$ cat src/rtl/cc_timer_pkg.sv
package cc_timer_pkg;
  localparam int ADDR_W = 3;
  localparam int CFG_W  = 9;
  localparam logic [2:0] MODE_FREE = 3'b101;

  localparam logic [ADDR_W-1:0] ADDR_CTRL = 3'd0;
  localparam logic [ADDR_W-1:0] ADDR_MODE = 3'd1;
  localparam logic [ADDR_W-1:0] ADDR_CFG  = 3'd2;
  localparam logic [ADDR_W-1:0] ADDR_CC0  = 3'd3;
  localparam logic [ADDR_W-1:0] ADDR_CC1  = 3'd4;

  // channel configuration word, MSB first
  typedef struct packed {
    logic [1:0] trig1Edge;
    logic [1:0] trig0Edge;
    logic [1:0] cntEdge;
    logic       extCount;
    logic       cap1Sel;
    logic       cap0Sel;
  } tmrCfg_t;

  // strobes from control to datapath
  typedef struct packed {
    logic run;
    logic step;
    logic cap0;
    logic cap1;
    logic cmp0;
    logic cmp1;
    logic ld0;
    logic ld1;
  } tmrStrobe_t;

  function automatic logic edgeHit(input logic [1:0] sel, input logic rise, input logic fall);
    return (sel[0] & rise) | (sel[1] & fall);
  endfunction
endpackage

$ cat src/rtl/cc_timer_edge.sv
module cc_timer_edge #(
  parameter int SYNC_STAGES = 2
) (
  input  logic clk,
  input  logic rstN,
  input  logic pinIn,
  output logic rise,
  output logic fall
);
  logic [SYNC_STAGES-1:0] syncQ;
  logic                   prevQ;

  always_ff @(posedge clk) begin
    if (!rstN) begin
      syncQ <= '0;
      prevQ <= 1'b0;
    end else begin
      syncQ <= {syncQ[SYNC_STAGES-2:0], pinIn};
      prevQ <= syncQ[SYNC_STAGES-1];
    end
  end

  assign rise = syncQ[SYNC_STAGES-1] & ~prevQ;
  assign fall = ~syncQ[SYNC_STAGES-1] & prevQ;
endmodule

$ cat src/rtl/cc_timer_ctrl.sv
module cc_timer_ctrl
  import cc_timer_pkg::*;
#(
  parameter int CNT_W = 16
) (
  input  logic              clk,
  input  logic              rstN,
  input  logic              wrEn,
  input  logic [ADDR_W-1:0] wrAddr,
  input  logic [CNT_W-1:0]  wrData,
  input  logic [ADDR_W-1:0] rdAddr,
  output logic [CNT_W-1:0]  rdData,
  input  logic              tickIn,
  input  logic              evtPin0,
  input  logic              evtPin1,
  input  logic [CNT_W-1:0]  ccVal0,
  input  logic [CNT_W-1:0]  ccVal1,
  output tmrCfg_t           cfg,
  output tmrStrobe_t        strb
);
  localparam int NUM_PINS = 2;

  logic       enableQ;
  logic [2:0] modeQ;
  tmrCfg_t    cfgQ;

  logic [NUM_PINS-1:0] pinRaw;
  logic [NUM_PINS-1:0] pinRise;
  logic [NUM_PINS-1:0] pinFall;

  assign pinRaw = {evtPin1, evtPin0};

  for (genvar g = 0; g < NUM_PINS; g++) begin : gPin
    cc_timer_edge #(.SYNC_STAGES(2)) uEdge (
      .clk  (clk),
      .rstN (rstN),
      .pinIn(pinRaw[g]),
      .rise (pinRise[g]),
      .fall (pinFall[g])
    );
  end

  always_ff @(posedge clk) begin
    if (!rstN) begin
      enableQ <= 1'b0;
      modeQ   <= '0;
      cfgQ    <= '0;
    end else if (wrEn) begin
      case (wrAddr)
        ADDR_CTRL: enableQ <= wrData[0];
        ADDR_MODE: modeQ   <= wrData[2:0];
        ADDR_CFG:  cfgQ    <= tmrCfg_t'(wrData[CFG_W-1:0]);
        default: ;
      endcase
    end
  end

  logic runNow;
  assign runNow = enableQ && (modeQ == MODE_FREE);

  always_comb begin
    strb.run  = runNow;
    strb.step = cfgQ.extCount ? edgeHit(cfgQ.cntEdge, pinRise[0], pinFall[0]) : tickIn;
    strb.cap0 = runNow && cfgQ.cap0Sel && edgeHit(cfgQ.trig0Edge, pinRise[0], pinFall[0]);
    strb.cap1 = runNow && cfgQ.cap1Sel && edgeHit(cfgQ.trig1Edge, pinRise[1], pinFall[1]);
    strb.cmp0 = !cfgQ.cap0Sel;
    strb.cmp1 = !cfgQ.cap1Sel;
    strb.ld0  = wrEn && (wrAddr == ADDR_CC0);
    strb.ld1  = wrEn && (wrAddr == ADDR_CC1);
  end

  always_comb begin
    rdData = '0;
    case (rdAddr)
      ADDR_CTRL: rdData[0]         = enableQ;
      ADDR_MODE: rdData[2:0]       = modeQ;
      ADDR_CFG:  rdData[CFG_W-1:0] = cfgQ;
      ADDR_CC0:  rdData            = ccVal0;
      ADDR_CC1:  rdData            = ccVal1;
      default:   rdData            = '0;
    endcase
  end

  assign cfg = cfgQ;
endmodule

$ cat src/rtl/cc_timer_dp.sv
module cc_timer_dp
  import cc_timer_pkg::*;
#(
  parameter int CNT_W = 16
) (
  input  logic             clk,
  input  logic             rstN,
  input  tmrStrobe_t       strb,
  input  logic [CNT_W-1:0] wrData,
  output logic [CNT_W-1:0] ccVal0,
  output logic [CNT_W-1:0] ccVal1,
  output logic             outPin0,
  output logic             outPin1,
  output logic             irqOvf,
  output logic             irqCc0,
  output logic             irqCc1
);
  localparam int NUM_CH = 2;
  localparam logic [CNT_W-1:0] CNT_TOP = '1;

  logic [CNT_W-1:0] cnt;
  logic [CNT_W-1:0] cntNext;
  logic             advance;

  assign cntNext = cnt + 1'b1;
  assign advance = strb.run && strb.step;

  always_ff @(posedge clk) begin
    if (!rstN) begin
      cnt    <= '0;
      irqOvf <= 1'b0;
    end else begin
      irqOvf <= advance && (cnt == CNT_TOP);
      if (!strb.run)    cnt <= '0;
      else if (advance) cnt <= cntNext;
    end
  end

  logic [NUM_CH-1:0] capHit, cmpOn, ldHit;
  logic [CNT_W-1:0]  ccReg [NUM_CH];
  logic [NUM_CH-1:0] outQ, irqQ;

  assign capHit = {strb.cap1, strb.cap0};
  assign cmpOn  = {strb.cmp1, strb.cmp0};
  assign ldHit  = {strb.ld1,  strb.ld0};

  for (genvar g = 0; g < NUM_CH; g++) begin : gCh
    always_ff @(posedge clk) begin
      if (!rstN) begin
        ccReg[g] <= '0;
        outQ[g]  <= 1'b0;
        irqQ[g]  <= 1'b0;
      end else begin
        irqQ[g] <= 1'b0;
        // a capture takes priority over a software load
        if (capHit[g]) begin
          ccReg[g] <= cnt;
          irqQ[g]  <= 1'b1;
        end else if (ldHit[g]) begin
          ccReg[g] <= wrData;
        end
        if (cmpOn[g] && advance && (cntNext == ccReg[g])) begin
          irqQ[g] <= 1'b1;
          outQ[g] <= ~outQ[g];
        end
      end
    end
  end

  assign ccVal0  = ccReg[0];
  assign ccVal1  = ccReg[1];
  assign outPin0 = outQ[0];
  assign outPin1 = outQ[1];
  assign irqCc0  = irqQ[0];
  assign irqCc1  = irqQ[1];
endmodule

$ cat src/rtl/cc_timer.sv
module cc_timer
  import cc_timer_pkg::*;
#(
  parameter int CNT_W = 16
) (
  input  logic              clk,
  input  logic              rstN,
  input  logic              wrEn,
  input  logic [ADDR_W-1:0] wrAddr,
  input  logic [CNT_W-1:0]  wrData,
  input  logic [ADDR_W-1:0] rdAddr,
  output logic [CNT_W-1:0]  rdData,
  input  logic              tickIn,
  input  logic              evtPin0,
  input  logic              evtPin1,
  output logic              outPin0,
  output logic              outPin1,
  output logic              irqOvf,
  output logic              irqCc0,
  output logic              irqCc1
);
  tmrStrobe_t       strb;
  tmrCfg_t          cfg;
  logic [CNT_W-1:0] ccVal0, ccVal1;

  cc_timer_ctrl #(.CNT_W(CNT_W)) uCtrl (
    .clk(clk), .rstN(rstN),
    .wrEn(wrEn), .wrAddr(wrAddr), .wrData(wrData),
    .rdAddr(rdAddr), .rdData(rdData),
    .tickIn(tickIn), .evtPin0(evtPin0), .evtPin1(evtPin1),
    .ccVal0(ccVal0), .ccVal1(ccVal1),
    .cfg(cfg), .strb(strb)
  );

  cc_timer_dp #(.CNT_W(CNT_W)) uDp (
    .clk(clk), .rstN(rstN),
    .strb(strb), .wrData(wrData),
    .ccVal0(ccVal0), .ccVal1(ccVal1),
    .outPin0(outPin0), .outPin1(outPin1),
    .irqOvf(irqOvf), .irqCc0(irqCc0), .irqCc1(irqCc1)
  );
endmodule

$ cat config.mk
export PLATFORM = sky130hd
export DESIGN_NAME = cc_timer
export DESIGN_NICKNAME = d
export VERILOG_FILES = /design/src/rtl/cc_timer_pkg.sv /design/src/rtl/cc_timer_edge.sv /design/src/rtl/cc_timer_ctrl.sv /design/src/rtl/cc_timer_dp.sv /design/src/rtl/cc_timer.sv
export SDC_FILE = /design/constraint.sdc
export NUM_CORES = 1
export LEC_CHECK = 0
export BUFFER_PORTS_ARGS = -buffer_cell sky130_fd_sc_hd__buf_2
export CORE_MARGIN = 3
export CORE_UTILIZATION = 55
export CTS_BUF_LIST = sky130_fd_sc_hd__clkbuf_8
export CTS_CLUSTER_DIAMETER = 80
export DETAILED_ROUTE_END_ITERATION = 12
export GPL_ROUTABILITY_DRIVEN = 0
export PLACE_DENSITY = 0.77
export SLEW_MARGIN = 20
export SYNTH_ARGS = -nofsm -noshare
export SYNTH_HDL_FRONTEND = slang
export SYNTH_SLANG_ARGS = --single-unit
export TNS_END_PERCENT = 50
$ cat constraint.sdc
create_clock -name clk -period 2.9 [get_ports clk]
set_input_delay 0.145 -clock clk [delete_from_list [all_inputs] [get_ports clk]]
set_output_delay 0.145 -clock clk [all_outputs]
set_load 0.03 [all_outputs]
# Word level (Yosys, flattened, before mapping)

Memories as Yosys holds them, arrays and structs flattened.
Cells that the tools add are included.

Register bits after elaboration: 40
RAM bits: 32
Input port bits: 28
Word-level logic and storage cells: 102
Memories: 1

Add/subtract/negate cells: 1
Equal/unequal tests: 12
Multiplexer cells: 26
Bitwise operators: 23
Reductions and logical operators: 21

Memories:

| memory    | depth | bits a word | rd ports | clocked after Yosys merged registers in | wr ports | RTL line          | source |
|---|---|---|---|---|---|---|---|
| uDp.ccReg | 2     | 16          | 2        | 0                                       | 2        | cc_timer_dp.sv:40 | `logic [CNT_W-1:0] ccReg [NUM_CH];` |

Operators with widths:

| cell                    | number |
|---|---|
| $mux W16                | 4 |
| $eq A16 B16 Y1          | 2 |
| $mux W1                 | 18 |
| $pmux W6 S3             | 1 |
| $add A16 B1 Y16 const B | 1 |
| $eq A16 B16 Y1 const B  | 1 |
| $pmux W7 S2             | 1 |
| $logic_and A1 B1 Y1     | 13 |
| $eq A3 B2 Y1 const B    | 4 |
| $and A1 B1 Y1           | 10 |
| $eq A3 B3 Y1 const B    | 3 |
| $pmux W2 S4             | 1 |
| $reduce_and A2 Y1       | 4 |
| $or A1 B1 Y1            | 7 |
| $eq A3 B1 Y1 const B    | 2 |
| $logic_not A3 Y1        | 2 |
| $not A1 Y1              | 6 |
| $pmux W1 S5             | 1 |
| $logic_not A1 Y1        | 2 |

# Longest topological paths before layout

Gate-level depths: netlist of the first run.

Depth in word-level cells: 10
Gate-level depth with buffers: 9
Depth with buffers taken out: 8

# By module

A second synthesis of the first run with hierarchy kept.

Cells, all modules: 499
Area total of the unflattened synthesis: 4,544.4 um^2

Modules (own cells, without submodules):

| module        | instances | cells an instance | area an instance (um^2) | seq. area each (um^2) |
|---|---|---|---|---|
| cc_timer_dp   | 1         | 362               | 3,394.5                 | 1,381.3 |
| cc_timer_ctrl | 1         | 121               | 967.2                   | 260.2 |
| cc_timer_edge | 2         | 8                 | 91.3                    | 60.1 |

# Worst setup path before layout of the first run

OpenSTA, ideal clock, no wires.

Kind: reg2reg
From: register uDp.cnt[1]
To: register uDp.outQ[1], in the netlist uDp.outPin1
Arrival time: 2.114 ns
Required time: 2.781 ns
Path slack: 0.667 ns
Stages on the path, launching flop included: 10
Buffers on the path: 1
Cell sequence: dfxtp_1 -> ha_1 -> nand3_2 -> buf_2 -> or3_1 -> nand3_1 -> o21ai_0 -> nor4_1 -> a31o_1 -> a21oi_2

Word-level cells in the longest chain between the ends: 3

RTL lines:

| what                            | RTL line          | source |
|---|---|---|
| from (decl)                     | cc_timer_dp.sv:21 | `logic [CNT_W-1:0] cnt;` |
| from (signal assigned)          | cc_timer_dp.sv:35 | `else if (advance) cnt <= cntNext;` |
| $add A16 B1 Y16                 | cc_timer_dp.sv:25 | `assign cntNext = cnt + 1'b1;` |
| $eq A16 B16 Y1                  | cc_timer_dp.sv:62 | `if (cmpOn[g] && advance && (cntNext == ccReg[g])) begin` |
| $logic_and A1 B1 Y1             | cc_timer_dp.sv:62 |  |
| to (signal, indexed assignment) | cc_timer_dp.sv:64 | `outQ[g] <= ~outQ[g];` |
| to (decl)                       | cc_timer_dp.sv:41 | `logic [NUM_CH-1:0] outQ, irqQ;` |

No other way between the ends.
A chain may end at the register's enable or synchronous reset.

# Worst setup path in the final report of the first run

Ends and elaborated chain as after synthesis.

==> results of run 1 <==
power breakdown:
part           total [uW]  leakage (uW)  switching, uW  internal (uW)
Combinational         196       0.00104            120           76.2
Sequential           1130      0.000633           29.9           1100
Clock                 775      0.000106            383            392
routing by layer:
layer	routed length (um)	vias up	part of all wire [%]
met2	5250	213	46
met4	267	0	2.3
met5	0	-	0
met3	1130	27	9.9
met1	4790	1729	42
li1	-	1696	-
worst max-delay path by stage:
stage | slack (ns) | cells past startpoint | start | to
finish | 0.22 | 8 | uDp.cnt[1] | uDp.outPin1
global route | 0.008 | 8 | uDp.cnt[1] | uDp.irqCc0
CTS | 0.24 | 8 | uDp.cnt[1] | uDp.outPin1
detailed placement | 0.26 | 8 | uDp.cnt[1] | uDp.outPin1
global placement | 0.37 | 8 | uDp.cnt[1] | uDp.outPin0
floorplan | 0.67 | 9 | uDp.cnt[1] | uDp.outPin1
sequential cells by signal, summed over array words and instances (netlist names), 2 cells and up:
| name | flops |
|---|---|
| uCtrl.gPin.uEdge.syncQ | 4 |
| uCtrl.gPin.uEdge.prevQ | 2 |
| uDp.ccReg | 32 |
| uCtrl.cfg | 9 |
| uDp.cnt | 16 |
| uCtrl.modeQ | 3 |
area by class of cell:
class	count	area [um^2]
inverter	6	22.5
clock inverter	7	63.8
multi-input combinational	348	2210
sequential	72	1760
fill	658	2640
clock buffer	9	124
tap	99	124
timing repair buffer	61	343
cell families after synthesis:
group	Yosys count	share of synthesized area (%)
simple gates	191	24.1
flops	72	42.4
fa+ha+maj	1	0.301
xor+xnor	56	12.1
mux	8	1.96
buf+inv	37	4.31
compound gates	92	14.8
cells in the mapped netlist (10+ instances only):
| library cell | number |
|---|---|
| nand2_1 | 66 |
| xnor2_1 | 35 |
| nor2_1 | 48 |
| a21oi_1 | 28 |
| nand3_1 | 21 |
| edfxtp_1 | 32 |
| o21ai_0 | 17 |
| xor2_1 | 20 |
| dfxtp_1 | 40 |
| clkbuf_1 | 17 |
| a22oi_1 | 10 |
| a22o_1 | 23 |
worst max-delay path, delay by kind of cell, from the launching register on:
kind,cells,cell delay [ns]
fa+ha+maj,1,0.32
compound gates,1,0.17
simple gates,5,1.49
flops,1,0.48
xor+xnor,1,0.17
repair_timing:
action | in CTS | in global routing
hold buffers | 2 | 0
buffers inserted | 0 | 0
hold endpoints to repair | 2 | 0
resized for setup | 0 | 0
stage by stage:
| step | instance area, um^2 | total power (uW) | cells | utilization, % | setup WS (ns) |
|---|---|---|---|---|---|
| 6_report | 4650 | 2100 | 602 | 63.8 | 0.220 |
| 5_1_grt | 4650 | 2170 | 602 | 63.8 | 0.00831 |
| 4_1_cts | 4650 | 2100 | 602 | 63.8 | 0.240 |
| 3_5_place_dp | 4440 | 1340 | 584 | 60.9 | 0.260 |
| 3_3_place_gp | 4440 | 1330 | 584 | 60.9 | 0.372 |
| 2_1_floorplan | 4150 | 1260 | 457 | - | 0.667 |
==> reports/results.tsv, run 1 <==
stage	metric	value	unit
critical_path	CP arrival	2.98	ns
routing	DR pass1 iterations	7	
power_and_ir_drop	Peak supply drop	365	uV
grt	grt met2 use	42.1	%
grt	initial antenna violation count	0	
sta	Final setup viols	0	
cells_and_area	most common cell after layout, fill and taps aside	nand2_1	
power_and_ir_drop	P_leak	0.00178	uW
synth	post-synth top area share	23.1	%
floorplan	row cnt	31	
grt	met1 Use GR	39.1	%
floorplan	width of the die	92.9	um
floorplan	Chip Height	92.9	um
synth	Post-Syn Area	4150	um^2
synth	warnings from Yosys	0	
place	Post-DP HPWL	8.19	mm
synth	Post-synth EDFFs	32	
sta	RSZ-0062 raised after global routing	no	
synth	Distinct cells, synth	55	
sta	Final Hold Fails	0	
sta	Slew Limit Fails	0	
sta	Worst Tran Pin Value	0.851	ns
cells_and_area	nets	527	
cells_and_area	most frequent cells in the layout	nand2_1, nor2_1, buf_2, dfxtp_1, xnor2_1	
routing	final WL	11.4	mm
clock_network	CTS H-tree depth	3	
synth	Avg Inst Size Synth	9.08	um^2
clock_network	maximum clock insertion buffer count	2	
clock_network	Worst-path clk slew	0.08	ns
sta	setup TNS	0	ns
synth	syn_nets	486	
critical_path	crit path launch type	flip-flop	
critical_path	worst-path cell chain	ha_1, nand3_2, nor4_4, xnor2_1, nor2_1, nor4_1, nand4_1, a21oi_2	
floorplan	IO Count	49	
sta	Layout Skew	0.0134	ns
clock_network	root buf cell	clkbuf_8	
routing	antenna-violating nets left	0	
clock_network	total CTS buffers	9	
synth	Seq/Total Area, Yosys	42.4	%
synth	#FFs+latches synth	72	
critical_path	crit-path max FO	13	
floorplan	Initial Utilization	56.9	%
sta	f_max	373	MHz
critical_path	critical path's slowest cell	nor4_4	
sta	slew margin rel.	43.3	%
clock_network	CTS tree	built	
grt	total grt overflow	0	
critical_path	crit path kind	flip-flop to flip-flop	
critical_path	CP required	3.20	ns
floorplan	Core Area	7290	um^2
critical_path	Reg-to-Reg End	uDp.outPin1	
synth	Mapped Cells	457	
synth	Post-synth ARST share	0	%
run_status	status	complete, no violations	
critical_path	cells on worst reg2reg path	8	
worst_hold_path	Hold Path Class	input port to flip-flop	
worst_hold_path	hold depth	3	
critical_path	crit end category	flip-flop	
worst_hold_path	WHS Endpoint	uCtrl.cfg[3]	
critical_path	reg2reg setup slack	0.22	ns
power_and_ir_drop	pwr dens	451	nW/um^2
critical_path	Critical R2R Launch	uDp.cnt[1]	
worst_hold_path	Worst Min Path Start	wrData[3]	
grt	vias in the first global route	3584	
synth	largest area contributor in the synthesized netlist	edfxtp_1	
grt	pin count of the biggest net entering global routing	19	
sta	fin crit period	2.68	ns
clock_network	clk_lat worst skew	0.36	ns
grt	first-pass GRT wire length	18.5	mm
routing	per-cell routed wire length	19.0	um
routing	Initial DRC Count	412	
routing	Via density	6.09	
synth	synth top area cells	edfxtp_1, dfxtp_1, xnor2_1, nand2_1, a22o_1	
cells_and_area	Syn-to-layout area delta	12.0	%
sta	hold slack	0.0649	ns
grt	layer with the highest usage	met2	
flow_run	max_cap viols	0	
critical_path	max incr delay on CP	0.50	ns
sta	Final Cycle Share	92.4	%
routing	via count	3665	
clock_network	Clock Sinks	72	
place	IO Port Bufs	48	
floorplan	Die Footprint	8630	um^2
synth	Post-synth top flop	dfxtp_1	
grt	gr usage total	28.0	%
cells_and_area	ant diodes	0	
grt	M3 GR Usage	6.82	%
cells_and_area	share of cells above drive strength 1	16.9	%
routing	DRC	0	
Power figures use the tool's default switching activity.
==> run 2, diff against run 1 <==
CELL_PAD_IN_SITES_DETAIL_PLACEMENT = 0   (was default)
CELL_PAD_IN_SITES_GLOBAL_PLACEMENT = 1   (was default)
CORE_UTILIZATION = 46   (was 55)
PLACE_DENSITY = 0.83   (was 0.77)
==> run 2 against run 1 <==
Compared with the run above: sequential share of layout area fell by 0.22 points; maximum frequency increased by 3.2%; non-clock buffer count up 1; via count fell by 3.4%; first-iteration DRC count fell by 28%; critical endpoint unchanged; largest cell class unchanged.
==> reports/results.tsv, run 2 (synthesis gave the netlist of run 1 again) <==
stage	metric	value	unit	change
run_status	status	complete, no violations		unchanged
floorplan	Core Area	8760	um^2	was 7290 um^2
sta	Final Hold Fails	0		unchanged
clock_network	CTS H-tree depth	3		unchanged
grt	pin count of the biggest net entering global routing	17		was 19
sta	RSZ-0062 raised after global routing	no		unchanged
cells_and_area	ant diodes	0		unchanged
critical_path	crit path kind	flip-flop to flip-flop		unchanged
routing	DRC	0		unchanged
clock_network	Clock Sinks	72		unchanged
floorplan	row cnt	34		was 31
floorplan	Die Footprint	10200	um^2	was 8630 um^2
clock_network	setup bufs post-CTS	0		unchanged
grt	grt met2 use	34.4	%	was 42.1%
critical_path	Reg-to-Reg End	uDp.outPin1		unchanged
sta	f_max	385	MHz	was 373 MHz
clock_network	total CTS buffers	9		unchanged
critical_path	reg2reg setup slack	0.30	ns	was 0.22 ns
clock_network	Worst-path clk slew	0.08	ns	about the same
floorplan	IO Count	49		unchanged
sta	fin crit period	2.60	ns	was 2.68 ns
routing	antenna-violating nets left	0		unchanged
clock_network	clk_lat worst skew	0.35	ns	was 0.36 ns
place	Post-DP HPWL	8.41	mm	was 8.19 mm
sta	slew margin rel.	42.4	%	was 43.3%
grt	first-pass GRT wire length	18.3	mm	was 18.5 mm
worst_hold_path	hold depth	3		unchanged
worst_hold_path	Hold Path Class	input port to flip-flop		unchanged
routing	via count	3541		was 3665
floorplan	Initial Utilization	47.4	%	was 56.9%
cells_and_area	final design utilization	53.4	%	was 63.8%
worst_hold_path	WHS Endpoint	uCtrl.cfg[4]		was uCtrl.cfg[3]
sta	Worst Tran Pin Value	0.864	ns	was 0.851 ns
sta	Slew Limit Fails	0		unchanged
flow_run	max_cap viols	0		unchanged
clock_network	CTS tree	built		unchanged
cells_and_area	nets	528		was 527
clock_network	root buf cell	clkbuf_8		unchanged
grt	vias in the first global route	3377		was 3584
cells_and_area	share of cells above drive strength 1	17.5	%	was 16.9%
routing	final WL	11.5	mm	was 11.4 mm
cells_and_area	most common cell after layout, fill and taps aside	nand2_1		unchanged
power_and_ir_drop	pwr dens	455	nW/um^2	was 451 nW/um^2
critical_path	cells on worst reg2reg path	9		was 8
critical_path	CP arrival	2.88	ns	was 2.98 ns
critical_path	crit-path max FO	10		was 13
cells_and_area	fill count	814		was 658
routing	Via density	5.79		was 6.09
worst_hold_path	Worst Min Path Start	wrData[4]		was wrData[3]
floorplan	width of the die	101	um	was 92.9 um
critical_path	Critical R2R Launch	uDp.cnt[1]		unchanged
grt	total grt overflow	0		unchanged
routing	per-cell routed wire length	18.8	um	was 19.0 um
cells_and_area	most frequent cells in the layout	nand2_1, nor2_1, buf_2, dfxtp_1, xnor2_1		unchanged
routing	Initial DRC Count	295		was 412
critical_path	CP required	3.18	ns	was 3.20 ns
sta	Final Cycle Share	89.5	%	was 92.4%
cells_and_area	max FFs per register	32		unchanged
place	Post-Place Cells	594		was 584
cells_and_area	Finished Layout Cells	612		was 602
critical_path	crit end category	flip-flop		unchanged
grt	met1 Use GR	36.0	%	was 39.1%
grt	M3 GR Usage	3.88	%	was 6.82%
cells_and_area	Biggest register	uDp.ccReg		unchanged
sta	hold slack	0.0643	ns	was 0.0649 ns
floorplan	Chip Height	101	um	was 92.9 um
critical_path	crit path launch type	flip-flop		unchanged
sta	Layout Skew	0.0127	ns	was 0.0134 ns
routing	DR pass1 iterations	5		was 7
clock_network	maximum clock insertion buffer count	2		unchanged
power_and_ir_drop	Peak supply drop	265	uV	was 365 uV
power_and_ir_drop	P_leak	0.00178	uW	about the same
grt	layer with the highest usage	met1		was met2
grt	initial antenna violation count	0		unchanged
place	IO Port Bufs	48		unchanged
sta	Final setup viols	0		unchanged
grt	gr usage total	23.8	%	was 28.0%
cells_and_area	Syn-to-layout area delta	12.7	%	was 12.0%
sta	setup TNS	0	ns	unchanged
==> run 2: changes by cell type in the layout (fill, tap and decap cells not counted), sizes merged <==
cell,delta
inv,-2
clkbuf,+1
buf,+1
clkinvlp,+1
==> run 2: metrics by stage <==
| stage | cell area (um^2) | setup slack, ns | total power, uW |
|---|---|---|---|
| 6_report | 4680 | 0.304 | 2130 |
| 5_1_grt | 4680 | 0.0318 | 2190 |
| 4_1_cts | 4680 | 0.249 | 2140 |
| 3_5_place_dp | 4460 | 0.307 | 1340 |
| 3_3_place_gp | 4460 | 0.464 | 1340 |
| 2_1_floorplan | 4150 | 0.667 | 1260 |
==> run 2: report_power, final <==
group	internal (uW)	switching [uW]	total (uW)
Clock	418	394	812
Combinational	75.3	117	193
Sequential	1100	29.5	1130
Total	1590	541	2130
==> run 2: worst max-delay path: stages (launching register included) <==
cell       delay (ns)
dfxtp_2          0.42
ha_1             0.28
nand3_2          0.21
buf_4            0.25
nor2_1           0.25
xnor2_1          0.12
a2111oi_0        0.39
and4b_1          0.31
nand4_1          0.13
a21oi_2          0.16
==> run 2: area by class of cell <==
type | instances | area (um^2) | share of cell area (%)
multi-input cells | 348 | 2210 | 47.2
flip-flops and latches | 72 | 1760 | 37.7
repair buffers | 62 | 350 | 7.49
clock buffers | 10 | 138 | 2.94
well taps | 108 | 135 | 2.89
clock inverters | 6 | 60.1 | 1.28
inverters | 6 | 22.5 | 0.481
==> run 2: how the worst max path moves through the flow <==
stage | from | endpoint | slack, ns | cells past startpoint
4_1_cts | uDp.cnt[1] | uDp.outPin1 | 0.25 | 9
5_1_grt | uDp.cnt[2] | uDp.outPin1 | 0.03 | 7
3_5_place_dp | uDp.cnt[1] | uDp.outPin1 | 0.31 | 9
6_report | uDp.cnt[1] | uDp.outPin1 | 0.30 | 9
3_3_place_gp | uDp.cnt[1] | uDp.outPin1 | 0.46 | 9
2_1_floorplan | uDp.cnt[1] | uDp.outPin1 | 0.67 | 9
==> run 2: layer usage <==
layer	vias up	wire length [um]
li1	1701	-
met1	1676	5350
met2	148	5000
met3	16	919
met4	0	236
met5	-	0
==> run 2: timing repair <==
action / CTS / global route
endpoints found under the setup margin: 0 / 1
gates resized for setup: 0 / 1
endpoints found under the hold margin: 2 / 0
hold buffers: 2 / 0
==> run 3, diff against run 2 <==
ABC_CLOCK_PERIOD_IN_PS = 2650   (was default)
clock period = 2.65 ns   (was 2.9 ns; I/O delays follow)
==> run 3 against run 2 <==
Compared with the run above: sequential share of layout area shrank 0.69 points; critical path type unchanged; maximum frequency rose by 2.6%; clock power grew 32%; worst hold slack worse by 0.014 ns; largest cell class unchanged; core utilization up 0.96 points.
==> reports/results.tsv, run 3 (synthesis gave the netlist of run 1 again) <==
stage	metric	value	unit	change
power_and_ir_drop	P_leak	0.00182	uW	was 0.00178 uW
grt	gr usage total	23.5	%	was 23.8%
sta	Final Cycle Share	95.5	%	was 89.5%
clock_network	CTS H-tree depth	3		unchanged
clock_network	clk_lat worst skew	0.35	ns	about the same
grt	total grt overflow	0		unchanged
routing	final WL	11.8	mm	was 11.5 mm
routing	DRC	0		unchanged
routing	highest metal used	met4		unchanged
critical_path	crit path launch type	flip-flop		unchanged
sta	Layout Skew	0.0109	ns	was 0.0127 ns
clock_network	maximum clock insertion buffer count	2		unchanged
place	Post-DP HPWL	8.57	mm	was 8.41 mm
place	Post-DP Area	4500	um^2	was 4460 um^2
routing	met3 WL	1.10	mm	was 919 um
power_and_ir_drop	Peak supply drop	311	uV	was 265 uV
floorplan	IO Count	49		unchanged
critical_path	crit path kind	flip-flop to flip-flop		unchanged
clock_network	root buf cell	clkbuf_8		unchanged
routing	DR pass1 iterations	5		unchanged
grt	vias in the first global route	3419		was 3377
grt	pin count of the biggest net entering global routing	17		unchanged
routing	antenna-violating nets left	0		unchanged
routing	via count	3683		was 3541
sta	Worst Tran Pin Value	0.825	ns	was 0.864 ns
sta	slew margin rel.	45.0	%	was 42.4%
routing	per-cell routed wire length	19.2	um	was 18.8 um
floorplan	Die Footprint	10200	um^2	unchanged
cells_and_area	Finished Layout Cells	617		was 612
cells_and_area	Biggest register	uDp.ccReg		unchanged
floorplan	Initial Utilization	47.4	%	unchanged
power_and_ir_drop	pwr dens	529	nW/um^2	was 455 nW/um^2
sta	Final setup viols	0		unchanged
routing	DR WL met2	5.20	mm	was 5.00 mm
critical_path	CP required	2.89	ns	was 3.18 ns
critical_path	Critical path origin	uDp.cnt[0]		was uDp.cnt[1]
cells_and_area	max FFs per register	32		unchanged
place	IO Port Bufs	48		unchanged
routing	Initial DRC Count	358		was 295
run_status	status	complete, no violations		unchanged
critical_path	Critical R2R Launch	uDp.cnt[0]		was uDp.cnt[1]
sta	setup TNS	0	ns	unchanged
floorplan	row cnt	34		unchanged
critical_path	cells on worst reg2reg path	8		was 9
cells_and_area	Syn-to-layout area delta	14.7	%	was 12.7%
clock_network	Worst-path clk slew	0.08	ns	about the same
floorplan	Core Area	8760	um^2	unchanged
floorplan	width of the die	101	um	unchanged
sta	RSZ-0062 raised after global routing	no		unchanged
clock_network	total CTS buffers	9		unchanged
flow_run	max_cap viols	0		unchanged
place	Post-Place Cells	599		was 594
clock_network	CTS tree	built		unchanged
worst_hold_path	Hold Path Class	input port to flip-flop		unchanged
sta	Final Hold Fails	0		unchanged
critical_path	reg2reg setup slack	0.12	ns	was 0.30 ns
sta	Slew Limit Fails	0		unchanged
cells_and_area	nets	533		was 528
routing	Via density	5.97		was 5.79
cells_and_area	fin area	4760	um^2	was 4680 um^2
sta	fin crit period	2.53	ns	was 2.60 ns
cells_and_area	ant diodes	0		unchanged
sta	final worst slack	0.118	ns	was 0.304 ns
cells_and_area	most frequent cells in the layout	nand2_1, nor2_1, buf_2, dfxtp_1, xnor2_1		unchanged
sta	f_max	395	MHz	was 385 MHz
place	dpl ws	0.0500	ns	was 0.307 ns
routing	metal1 wirelength	5.40	mm	was 5.35 mm
clock_network	Clock Sinks	72		unchanged
cells_and_area	most common cell after layout, fill and taps aside	nand2_1		unchanged
floorplan	Chip Height	101	um	unchanged
grt	initial antenna violation count	0		unchanged
grt	first-pass GRT wire length	18.4	mm	was 18.3 mm
critical_path	crit-path max FO	4		was 10
critical_path	CP arrival	2.77	ns	was 2.88 ns
cells_and_area	share of cells above drive strength 1	18.3	%	was 17.5%
critical_path	crit end category	flip-flop		unchanged
critical_path	critical path capture point	uDp.outPin0		was uDp.outPin1
sta	hold slack	0.0504	ns	was 0.0643 ns
critical_path	Reg-to-Reg End	uDp.outPin0		was uDp.outPin1
==> run 3: cell types whose count changed in the layout (fill, tap and decap cells not counted), sizes merged <==
cell    previous run  this run
buf               60        65
clkinv             3         4
inv                7         5
bufinv             1         3
clkbuf            10         9
==> run 3: final cells by class <==
cell class / count / area [um^2]
inverter: 6 / 22.5
tap: 108 / 135
clock inverter: 7 / 120
sequential: 72 / 1760
timing repair buffer: 67 / 388
fill: 810 / 4000
multi-input combinational: 348 / 2210
clock buffer: 9 / 124
==> run 3: timing repair <==
item / 4_1_cts / 5_1_grt
endpoints found under the setup margin: 0 / 2
buffers inserted: 0 / 0
hold buffers: 2 / 0
gates resized for setup: 0 / 1
endpoints found under the hold margin: 2 / 0
==> run 3: stage by stage <==
stage	util, %	total power, uW
final	54.4	2520
after CTS	54.3	2520
after floorplan	-	1380
after detailed placement	51.3	1460
after global placement	51.3	1460
after global routing	54.4	2580
==> run 3: power breakdown <==
group / switching (uW) / leakage, uW / total [uW] / internal, uW
Sequential: 34.7 / 0.000633 / 1230 / 1200
Combinational: 129 / 0.00107 / 211 / 82.4
Clock: 446 / 0.000119 / 1070 / 627
==> run 3: worst min path at each step <==
| stage | from | to | slack, ns | cells past startpoint |
|---|---|---|---|---|
| after detailed placement | evtPin1 | uCtrl.gPin[1].uEdge.syncQ[0] | 0.35 | 2 |
| final | wrData[4] | uCtrl.cfg[4] | 0.05 | 3 |
| after global routing | wrData[4] | uCtrl.cfg[4] | 0.05 | 3 |
| after floorplan | evtPin0 | uCtrl.gPin[0].uEdge.syncQ[0] | 0.26 | 1 |
| after CTS | wrData[6] | uCtrl.cfg[6] | 0.05 | 3 |
| after global placement | evtPin0 | uCtrl.gPin[0].uEdge.syncQ[0] | 0.34 | 2 |
==> run 3: worst max-delay path, stage by stage, from the launching register on <==
cell and delay, ns:
dfxtp_1 0.34, ha_1 0.26, nand3_2 0.20, nor3_4 0.30, o32ai_1 0.13, a211o_1 0.30
a2111oi_1 0.45, nand3_1 0.27, mux2i_1 0.17
==> run 3: layer usage <==
| metal | GRT usage (%) | vias up |
|---|---|---|
| met4 | 6.65 | 0 |
| met1 | 35.5 | 1768 |
| li1 | - | 1709 |
| met5 | 0 | - |
| met2 | 34.2 | 195 |
| met3 | 4.43 | 11 |
